`src/rtl/osc_autostart_pkg.sv`:
```
package osc_autostart_pkg;

    localparam int MODE_W   = 3;
    localparam int SEL_W    = 2;
    localparam int DEEP_MIN = 2;

    typedef enum logic [SEL_W-1:0] {
        SRC_RC  = 2'd0,
        SRC_XO  = 2'd1,
        SRC_LF  = 2'd2,
        SRC_RSV = 2'd3
    } clk_src_e;

    typedef struct packed {
        logic auto_en;
        logic auto_sel;
    } reasons_t;

    function automatic logic is_deep(input logic [MODE_W-1:0] mode);
        return mode >= MODE_W'(DEEP_MIN);
    endfunction

endpackage

```
`src/rtl/osc_reason_dec.sv`:
```
module osc_reason_dec
    import osc_autostart_pkg::*;
(
    input  logic [MODE_W-1:0] pwr_mode,
    input  logic              radio_awake,
    input  logic              osc_ready,
    input  logic              cfg_auto_start,
    input  logic              cfg_auto_sel,
    input  logic              cfg_radio_rdysel,
    output reasons_t          reasons
);

    logic active_mode;
    logic radio_want;

    always_comb begin
        active_mode      = !is_deep(pwr_mode);
        radio_want       = radio_awake && cfg_radio_rdysel;
        reasons.auto_en  = (active_mode && (cfg_auto_start || cfg_auto_sel)) || radio_want;
        reasons.auto_sel = (active_mode && cfg_auto_sel) || (radio_want && osc_ready);
    end

endmodule

```
`src/rtl/osc_en_ctl.sv`:
```
module osc_en_ctl
    import osc_autostart_pkg::*;
(
    input  logic              clk,
    input  logic              rst,
    input  logic [MODE_W-1:0] pwr_mode,
    input  reasons_t          reasons,
    input  logic              sw_enable,
    input  logic              sw_disable,
    output logic              osc_en
);

    logic prev_deep_q;
    logic en_q;
    logic deep_entry;

    always_comb begin
        deep_entry = is_deep(pwr_mode) && !prev_deep_q;
    end

    always_ff @(posedge clk) begin
        if (rst) begin
            prev_deep_q <= 1'b0;
            en_q        <= 1'b0;
        end else begin
            prev_deep_q <= is_deep(pwr_mode);
            if (deep_entry)
                en_q <= 1'b0;
            else if (reasons.auto_en)
                en_q <= 1'b1;
            else if (sw_disable)
                en_q <= 1'b0;
            else if (sw_enable)
                en_q <= 1'b1;
        end
    end

    assign osc_en = en_q;

endmodule

```
`src/rtl/osc_sel_ctl.sv`:
```
module osc_sel_ctl
    import osc_autostart_pkg::*;
(
    input  logic             clk,
    input  logic             rst,
    input  reasons_t         reasons,
    input  logic             sw_sel_wr,
    input  logic [SEL_W-1:0] sw_sel_val,
    output logic [SEL_W-1:0] clk_sel
);

    clk_src_e sel_q;
    logic     wr_legal;

    always_comb begin
        wr_legal = sw_sel_wr && (sw_sel_val != SRC_RSV);
    end

    always_ff @(posedge clk) begin
        if (rst)
            sel_q <= SRC_RC;
        else if (reasons.auto_sel)
            sel_q <= SRC_XO;
        else if (wr_legal)
            sel_q <= clk_src_e'(sw_sel_val);
    end

    assign clk_sel = sel_q;

endmodule

```
`src/rtl/osc_err_flags.sv`:
```
module osc_err_flags
    import osc_autostart_pkg::*;
(
    input  logic             clk,
    input  logic             rst,
    input  reasons_t         reasons,
    input  logic             sw_disable,
    input  logic             sw_sel_wr,
    input  logic [SEL_W-1:0] sw_sel_val,
    input  logic             err_clr,
    output logic             dis_err,
    output logic             gen_err
);

    logic refuse_dis;
    logic refuse_desel;
    logic bad_code;
    logic dis_err_q;
    logic gen_err_q;

    always_comb begin
        refuse_dis   = reasons.auto_en && sw_disable;
        refuse_desel = reasons.auto_sel && sw_sel_wr && (sw_sel_val != SRC_XO);
        bad_code     = !reasons.auto_sel && sw_sel_wr && (sw_sel_val == SRC_RSV);
    end

    always_ff @(posedge clk) begin
        if (rst) begin
            dis_err_q <= 1'b0;
            gen_err_q <= 1'b0;
        end else begin
            if (refuse_dis || refuse_desel)
                dis_err_q <= 1'b1;
            else if (err_clr)
                dis_err_q <= 1'b0;
            if (bad_code)
                gen_err_q <= 1'b1;
            else if (err_clr)
                gen_err_q <= 1'b0;
        end
    end

    assign dis_err = dis_err_q;
    assign gen_err = gen_err_q;

endmodule

```
`src/rtl/osc_autostart_ctl.sv`:
```
module osc_autostart_ctl
    import osc_autostart_pkg::*;
(
    input  logic              clk,
    input  logic              rst,
    input  logic [MODE_W-1:0] pwr_mode,
    input  logic              radio_awake,
    input  logic              osc_ready,
    input  logic              cfg_auto_start,
    input  logic              cfg_auto_sel,
    input  logic              cfg_radio_rdysel,
    input  logic              sw_enable,
    input  logic              sw_disable,
    input  logic              sw_sel_wr,
    input  logic [SEL_W-1:0]  sw_sel_val,
    input  logic              err_clr,
    output logic              osc_en,
    output logic [SEL_W-1:0]  clk_sel,
    output logic              dis_err,
    output logic              gen_err,
    output logic              hw_req_status
);

    reasons_t reasons;
    logic     req_q;

    osc_reason_dec u_dec (
        .pwr_mode         (pwr_mode),
        .radio_awake      (radio_awake),
        .osc_ready        (osc_ready),
        .cfg_auto_start   (cfg_auto_start),
        .cfg_auto_sel     (cfg_auto_sel),
        .cfg_radio_rdysel (cfg_radio_rdysel),
        .reasons          (reasons)
    );

    osc_en_ctl u_en (
        .clk        (clk),
        .rst        (rst),
        .pwr_mode   (pwr_mode),
        .reasons    (reasons),
        .sw_enable  (sw_enable),
        .sw_disable (sw_disable),
        .osc_en     (osc_en)
    );

    osc_sel_ctl u_sel (
        .clk        (clk),
        .rst        (rst),
        .reasons    (reasons),
        .sw_sel_wr  (sw_sel_wr),
        .sw_sel_val (sw_sel_val),
        .clk_sel    (clk_sel)
    );

    osc_err_flags u_err (
        .clk        (clk),
        .rst        (rst),
        .reasons    (reasons),
        .sw_disable (sw_disable),
        .sw_sel_wr  (sw_sel_wr),
        .sw_sel_val (sw_sel_val),
        .err_clr    (err_clr),
        .dis_err    (dis_err),
        .gen_err    (gen_err)
    );

    always_ff @(posedge clk) begin
        if (rst)
            req_q <= 1'b0;
        else
            req_q <= radio_awake;
    end

    assign hw_req_status = req_q;

endmodule

```
`config.mk`:
```
export PLATFORM = sky130hd
export DESIGN_NAME = osc_autostart_ctl
export DESIGN_NICKNAME = d
export VERILOG_FILES = /design/src/rtl/osc_autostart_pkg.sv /design/src/rtl/osc_reason_dec.sv /design/src/rtl/osc_en_ctl.sv /design/src/rtl/osc_sel_ctl.sv /design/src/rtl/osc_err_flags.sv /design/src/rtl/osc_autostart_ctl.sv
export SDC_FILE = /design/constraint.sdc
export NUM_CORES = 1
export LEC_CHECK = 0
export BUFFER_PORTS_ARGS = -buffer_cell sky130_fd_sc_hd__buf_2
export CORE_AREA = 2 2 39 41
export CTS_BUF_LIST = sky130_fd_sc_hd__clkbuf_16
export CTS_CLUSTER_SIZE = 28
export DETAILED_ROUTE_END_ITERATION = 10
export DIE_AREA = 0 0 41 43
export MAX_ROUTING_LAYER = met4
export PLACE_DENSITY_LB_ADDON = 0.15
export SLEW_MARGIN = 40
export SYNTH_ARGS = -nofsm -noshare
export SYNTH_HDL_FRONTEND = slang
export SYNTH_HIERARCHICAL = 1
export SYNTH_SLANG_ARGS = --single-unit
```
`constraint.sdc`:
```
create_clock -name clk -period 1.09 [get_ports clk]
set_input_delay 0.218 -clock clk [delete_from_list [all_inputs] [get_ports clk]]
set_output_delay 0.218 -clock clk [all_outputs]
set_load 0.005 [all_outputs]
```
-- Yosys cells after proc, flatten, opt, wreduce, memory -nomap -nowiden
Index checks and enable logic that the tools add are counted.
- input bits: 16
- flip-flop bits (word level): 7
- magnitude comparators: 1
- equality and inequality tests: 3
- reductions and logical operators: 24
- mux-type cells: 8
- operators by type and width (cell ; number):
    $logic_and A1 B1 Y1 ; 11
    $mux W1 ; 8
    $reduce_bool A2 Y1 ; 3
    $logic_or A1 B1 Y1 ; 4
    $reduce_or A2 Y1 ; 2
    $ge A3 B2 Y1 const B ; 1
    $logic_not A1 Y1 ; 3
    $reduce_bool A3 Y1 ; 1
    $eq A2 B2 Y1 const B ; 1
    $ne A2 B1 Y1 const B ; 1
    $ne A2 B2 Y1 const B ; 1

-- Longest topological paths before layout
Gate-level depths: netlist of run 1.
- depth after elaboration: 8
- gate-level depth with buffers: 4
- gate-level depth less buffers: 4

-- Cells and area by module
The synthesis of run 1 kept the hierarchy.
- modules (own cells, without submodules) (module ; cells each ; sequential area each (um2) ; area an instance (um2) ; instances):
    osc_sel_ctl ; 9 ; 40.0 ; 120.1 ; 1
    osc_err_flags ; 10 ; 40.0 ; 85.1 ; 1
    osc_en_ctl ; 7 ; 40.0 ; 72.6 ; 1
    osc_autostart_ctl ; 2 ; 20.0 ; 33.8 ; 1
    osc_reason_dec ; 5 ; 0.0 ; 33.8 ; 1

-- Worst setup path before layout of run 1
OpenSTA, ideal clock, no wires.
- path kind: input port to flip-flop
- from: input port osc_ready
- to: register u_sel.sel_q[0], in the netlist u_sel/clk_sel[0]
- data arrival time: 0.923 ns
- path buffers: 0
- setup slack: 0.049 ns
- cell stages on the path: 3
- path through: a32o_1 -> or2_0 -> o221a_1
- cells in the longest elaborated chain, start to end: 3
- elaborated cells on any way between the ends: 4
- ends and longest elaborated chain (what ; line ; text):
    start: declaration ; osc_autostart_ctl.sv:8 ; input logic osc_ready,
    $logic_and A1 B1 Y1 (*) ; osc_reason_dec.sv:20 ; reasons.auto_sel = (active_mode && cfg_auto_sel) || (radio_want && osc_ready);
    $logic_or A1 B1 Y1 (*) ; osc_reason_dec.sv:20 ;
    $mux W1 or $reduce_bool A2 Y1 (tied branches) ; -- ;
    end signal: assignment ; osc_sel_ctl.sv:25 ; sel_q <= clk_src_e'(sw_sel_val);
    end: declaration ; osc_sel_ctl.sv:12 ; clk_src_e sel_q;
Every way passes the cells marked *; elsewhere a longest branch is shown, timed or not.
A chain may end at the register's enable or synchronous reset.

==> run summary, run 1 <==
Antenna violations before repair -> 0
Largest net degree at the start of global routing -> 8
Tcrit/Tclk final -> 79.9%
Clock Tree Buf Depth -> 2
Max transition margin -> 83.5%
Max Freq -> 1150 MHz
Least-Margin Pin Slew -> 0.247 ns
DR WL/cell -> 9.53 um
Seq cells post-synth -> 7
Hold WC Path Type -> input port to register
Most frequent cells in the layout -> 20 x buf_2, 7 x dfxtp_1, 6 x inv_1
Finished Layout Cells -> 77
Tot GR Track Use -> 9.77%
Most common cell after layout, fill and taps aside -> buf_2
Arr. time, crit path -> 0.99 ns
CTS tree -> done
Unrepaired setup endpoints after global routing -> false
Clock skew -> 0.000159 ns
Die Height -> 43 um
Core area -> 1380 sq um
TritonRoute pass-1 iters -> 4
Cells after synthesis -> 33
Worst Setup Start Kind -> input port
CTS resizes -> 0
Cells on worst reg2reg path -> 2
Total CTS buffers -> 3
Hold_buf cts -> 0
Hold path depth -> 4
Post-layout util -> 41.5%
Routed vias -> 337
CTS Root Cell -> clkbuf_16
Synth Warn # -> 6
Gpl congestion -> 0.599
Port-buffer cells -> 20
I/O pins -> 22
Yosys cell types -> 16
DRC Markers -> 0
Via density -> 4.38
Rows -> 14
WP data required -> 1.21 ns
Final Net Count -> 78
H-tree levels -> 1
Final Hold Vio Count -> 0
Post-Syn Area per Cell -> 10.5 sq um
Final setup viols -> 0
Worst vdd ir -> 0.736 mV
Hold Slack -> 0.273 ns
Die width -> 41 um
Area grow syn2layout -> 66.3%
Placed insts -> 73
Number of global-route vias before repair -> 294
Pwr dens -> 1760 nW/um^2
Critical path type -> input port to register
Hpwl dp -> 584 um
First-pass GRT wire length -> 1100 um
Clock tree sinks -> 7
Worst skew pair latency -> 0.23 ns
ANT cells -> 0
Post-DRT Antenna Nets -> 0
Ratio of cells with drive above 1 in the final layout -> 52.5%
Crit-path max FO -> 2
Worst setup EP type -> register
Clock slew at reported path FFs -> 0.04 ns
Max Cap Viol -> 0
Final Max Slew Viols -> 0
Status -> complete, no violations
Routed wire length -> 734 um
Seq/Total Area, Yosys -> 40.6%
DRT iter0 DRCs -> 2
Post-synthesis cell area -> 345 sq um
Die Area -> 1760 sq um
Synthesized net count -> 49
Min Tclk post-route -> 0.871 ns
Pleak -> 0.291 nW
Setup Fix Bufs, Post-CTS -> 0
Grt total ovfl -> 0
Initial Utilization -> 25.0%
[metal layers]
layer | global-route usage [%] | up-vias | routed length, um
li1 | - | 173 | -
met1 | 10.9 | 149 | 322
met2 | 13.4 | 15 | 336
met3 | 6.28 | 0 | 75
met4 | 4.00 | 0 | 0
met5 | - | - | 0
[final timing paths]
path              slack, ns              from               end
setup / recovery       0.22       radio_awake  u_sel/clk_sel[0]
hold / removal         0.27           err_clr     u_err/gen_err
hold reg to reg        0.45     u_err/gen_err     u_err/gen_err
setup reg to reg       0.25  u_sel/clk_sel[0]  u_sel/clk_sel[0]
[logic make-up after synthesis]
group | after synthesis | synth area share (%)
AO/OA/AOI/OAI | 10 | 31.2
buffers and inverters | 5 | 5.44
flip-flops | 7 | 40.6
AND/OR/NAND/NOR | 11 | 22.8
[stage by stage]
stage / setup TNS [ns] / total power, mW / setup WS (ns) / cell area (sq um)
floorplan: 0 / 0.338 / 0.0488 / 345
finish: 0 / 1.01 / 0.219 / 574
CTS: 0 / 1.02 / 0.210 / 574
global placement: -0.0341 / 0.408 / -0.0198 / 495
global route: 0 / 1.06 / 0.172 / 574
detailed placement: -0.0366 / 0.408 / -0.0185 / 495
[power breakdown]
group          switching (mW)  internal, mW
Clock                   0.131         0.476
Sequential            0.00560         0.274
Combinational          0.0536        0.0696
[layout make-up]
type | count | area (sq um)
fillers | 153 | 810
multi-input cells | 21 | 186
flip-flops and latches | 7 | 140
repair buffers | 24 | 130
clock buffers | 3 | 75.1
well taps | 16 | 20.0
inverters | 5 | 18.8
clock inverters | 1 | 3.75
[registers in the layout, indices dropped and copies added (netlist names)]
register	cells
u_en/prev_deep_q	1
u_err/dis_err	1
u_err/gen_err	1
u_sel/clk_sel	2
hw_req_status	1
u_en/osc_en	1
[critical path, cell delays in order]
cell	delay, ns
buf_2	0.10
a32o_1	0.25
or2_0	0.20
o221a_1	0.22
[synthesized netlist by cell type]
cell       n  area [sq um]
a21oi_1    2          10.0
or2_0      1          6.26
o21ba_1    1          10.0
a22oi_1    1          7.51
o31ai_2    1          12.5
dfxtp_1    7           140
nor2_1     4          15.0
nand2_1    2          7.51
a32o_1     1          10.0
o211ai_1   1          7.51
a2111oi_4  1          27.5
nor2b_4    2          27.5
nand4b_1   1          8.76
nand2b_4   1          13.8
inv_1      5          18.8
o221a_1    2          22.5
No activity file was read; power rests on OpenSTA's default activity.
==> run 2, diff against run 1 <==
Settings changed: ABC_AREA from default to 1.
Clock period 1.09 ns to 0.8 ns, I/O delays scaled along.
==> run 2 against run 1 <==
Against the previous run: the run now ends with setup timing left; die area unchanged; final cell count up 30%; synthesized area is 2.2% higher; register-to-register slack worse by 0.12 ns; sequential share of layout area rose by 0.28 points; sequential power rose by 38%; critical path type is now register to output pin; largest cell class unchanged; highest routed layer unchanged.
==> run summary, run 2 <==
Status -> finished, violations left
Pwr dens -> 2320 nW/um^2 (+32%)
Tot GR Track Use -> 10.5% (+0.77 points)
Unrepaired setup endpoints after global routing -> true
Asr flop ratio synth -> 0% (unchanged)
Post-synth EDFFs -> 0 (unchanged)
Ratio of cells with drive above 1 in the final layout -> 41.7% (-11 points)
Final worst slack -> -0.00982 ns (-0.229 ns)
DRT iter0 DRCs -> 5 (+3)
Post-Syn Area per Cell -> 6.19 sq um (-41%)
Max Freq -> 1230 MHz
Hold Slack -> 0.178 ns (-0.0950 ns)
Gpl congestion -> 0.731 (+22%)
Worst skew pair latency -> 0.23 ns (about the same)
First-pass GRT wire length -> 1150 um (+4.4%)
Hold path depth -> 2 (-2)
Rows -> 14 (unchanged)
Grt total ovfl -> 0 (unchanged)
Final setup viols -> 5 (+5)
Antenna violations before repair -> 0 (unchanged)
DR WL/cell -> 7.11 um (-25%)
Post-DRT Antenna Nets -> 0 (unchanged)
Setup Fix Bufs, Post-CTS -> 0 (unchanged)
Routed vias -> 381 (+13%)
HP Start -> rst
Global Route met1 Usage -> 11.8% (+0.83 points)
CTS Root Cell -> clkbuf_16
Clock tree sinks -> 7 (unchanged)
Failing checks -> setup timing
Die width -> 41 um (unchanged)
Routing usage on met2 -> 13.1% (-0.31 points)
H-tree levels -> 1 (unchanged)
Cells along the critical path -> buf_2
Number of global-route vias before repair -> 320 (+8.8%)
Die Height -> 43 um (unchanged)
Most common cell after layout, fill and taps aside -> buf_2
Yosys cell types -> 11 (-5)
Largest net degree at the start of global routing -> 8 (unchanged)
Final Hold Vio Count -> 0 (unchanged)
Arr. time, crit path -> 0.65 ns (-0.34 ns)
Met3 Use GR -> 7.85% (+1.6 points)
TritonRoute pass-1 iters -> 4 (unchanged)
Clock Tree Buf Depth -> 2 (unchanged)
Commonest cells post-synth -> 17 x nand2_1, 13 x inv_1, 10 x nor2_1, 7 x dfxtp_1, 3 x a21oi_1
Port-buffer cells -> 20 (unchanged)
Hold_buf cts -> 0 (unchanged)
Hold Path End -> u_sel/clk_sel[0]
Synth Flop Type -> dfxtp_1
FF-to-FF End -> u_en/osc_en
CP peak stage delay -> 0.31 ns (+0.06 ns)
CP max stage cell -> dfxtp_2
Clock skew -> 0.000265 ns (+0.000106 ns)
Die Area -> 1760 sq um (unchanged)
Worst setup EP type -> output pin
Top-count cell post-synth -> nand2_1
Hpwl dp -> 586 um (+0.38%)
Tcrit/Tclk final -> 101%
Delay-heaviest family, CP -> flip-flops
Max reg flops -> 2 (unchanged)
Seq/Total Area, Yosys -> 39.7% (-0.86 points)
Cells after synthesis -> 57 (+73%)
Crit-path max FO -> 2 (unchanged)
Synthesized net count -> 73 (+49%)
Synth Warn # -> 6 (unchanged)
CP Buf/Inv Count -> 1 (unchanged)
Worst vdd ir -> 1.62 mV (+120%)
Pleak -> 0.343 nW (+18%)
CTS tree -> done
Seq cells post-synth -> 7 (unchanged)
Clock slew at reported path FFs -> 0.03 ns (about the same)
Least-Margin Pin Slew -> 0.146 ns (-0.100 ns)
RR Startpoint -> u_en/osc_en
Cells on worst reg2reg path -> 4 (+2)
Final Net Count -> 101 (+29%)
ANT cells -> 0 (unchanged)
Core area -> 1380 sq um (unchanged)
Final Max Slew Viols -> 0 (unchanged)
Routed wire length -> 711 um (-3.1%)
Area grow syn2layout -> 68.1%
Post-synth top area share -> 39.7% (-0.86 points)
DRC Markers -> 0 (unchanged)
Total CTS buffers -> 3 (unchanged)
Hold WC Path Type -> input port to register
# fillers -> 141 (-7.8%)
WP data required -> 0.64 ns (-0.57 ns)
Via density -> 3.81 (-13%)
Max transition margin -> 90.2% (+6.8 points)
Max Cap Viol -> 0 (unchanged)
Synth top area cells -> dfxtp_1 40%, nand2_1 18%, inv_1 14%, nor2_1 11%, a21oi_1 4.3%
Critical path type -> register to output pin
Worst Setup Start Kind -> register
Synth area leader -> dfxtp_1
Post-synthesis cell area -> 353 sq um (+2.2%)
Most frequent cells in the layout -> 18 x buf_2, 17 x nand2_1, 14 x inv_1
Min Tclk post-route -> 0.810 ns
R2R Setup Slk -> 0.13 ns (-0.12 ns)
Initial Utilization -> 25.5% (+0.54 points)
Gr busiest metal -> met2
Pre-CTS WS -> -0.111 ns (-0.0928 ns)
I/O pins -> 22 (unchanged)
## run 2: kinds of logic after synthesis
kind of cell	Yosys count	synth area share [%]
and+or+nand+nor	31	35.5
AOI/OAI and AO/OA	5	9.93
DFF	7	39.7
buffers and inverters	14	14.9
## run 2: layer usage
metal | vias to the layer above | wire [um]
met5 | - | 0
met4 | 0 | 0
met3 | 0 | 64
met2 | 11 | 328
met1 | 152 | 317
li1 | 218 | -
## run 2: area by class of cell
cell class / count / area [sq um] / share of cell area, %
multi-input cells: 36 / 160 / 27.0
clock buffers: 3 / 75.1 / 12.7
repair buffers: 23 / 135 / 22.8
flip-flops and latches: 7 / 146 / 24.7
well taps: 16 / 20.0 / 3.38
clock inverters: 1 / 3.75 / 0.633
inverters: 14 / 52.6 / 8.86
## run 2: worst max path at each step
stage | startpoint | end | slack (ns) | cells after the start
final | u_sel/clk_sel[0] | clk_sel[0] | -0.01 | 1
after global routing | u_sel/clk_sel[1] | clk_sel[1] | -0.02 | 1
after CTS | u_sel/clk_sel[0] | clk_sel[0] | -0.01 | 1
after floorplan | pwr_mode[1] | u_err/dis_err | 0.09 | 7
after global placement | pwr_mode[1] | u_err/dis_err | -0.12 | 8
after detailed placement | pwr_mode[1] | u_err/dis_err | -0.11 | 8
## run 2: what timing repair did
| item | 4_1_cts | 5_1_grt |
|---|---|---|
| gates cloned | 0 | 0 |
| gates resized for setup | 5 | 2 |
| endpoints found under the setup margin | 5 | 6 |
| hold endpoints to repair | 0 | 0 |
## run 2: metrics by stage
step                      total power [mW]  instances  utilization [%]  area [sq um]  TNS [ns]
after floorplan                      0.460         57                -           353         0
after global placement               0.547         96             35.8           495    -0.297
after detailed placement             0.548         96             35.8           495    -0.263
after CTS                             1.39        100             42.0           581   -0.0657
after global routing                  1.44        100             42.9           593    -0.113
final                                 1.38        100             42.9           593   -0.0287
## run 2: report_power, final
part	switching (mW)	internal, mW
sequential	0.00897	0.376
combinational	0.0800	0.0883
clock	0.174	0.648
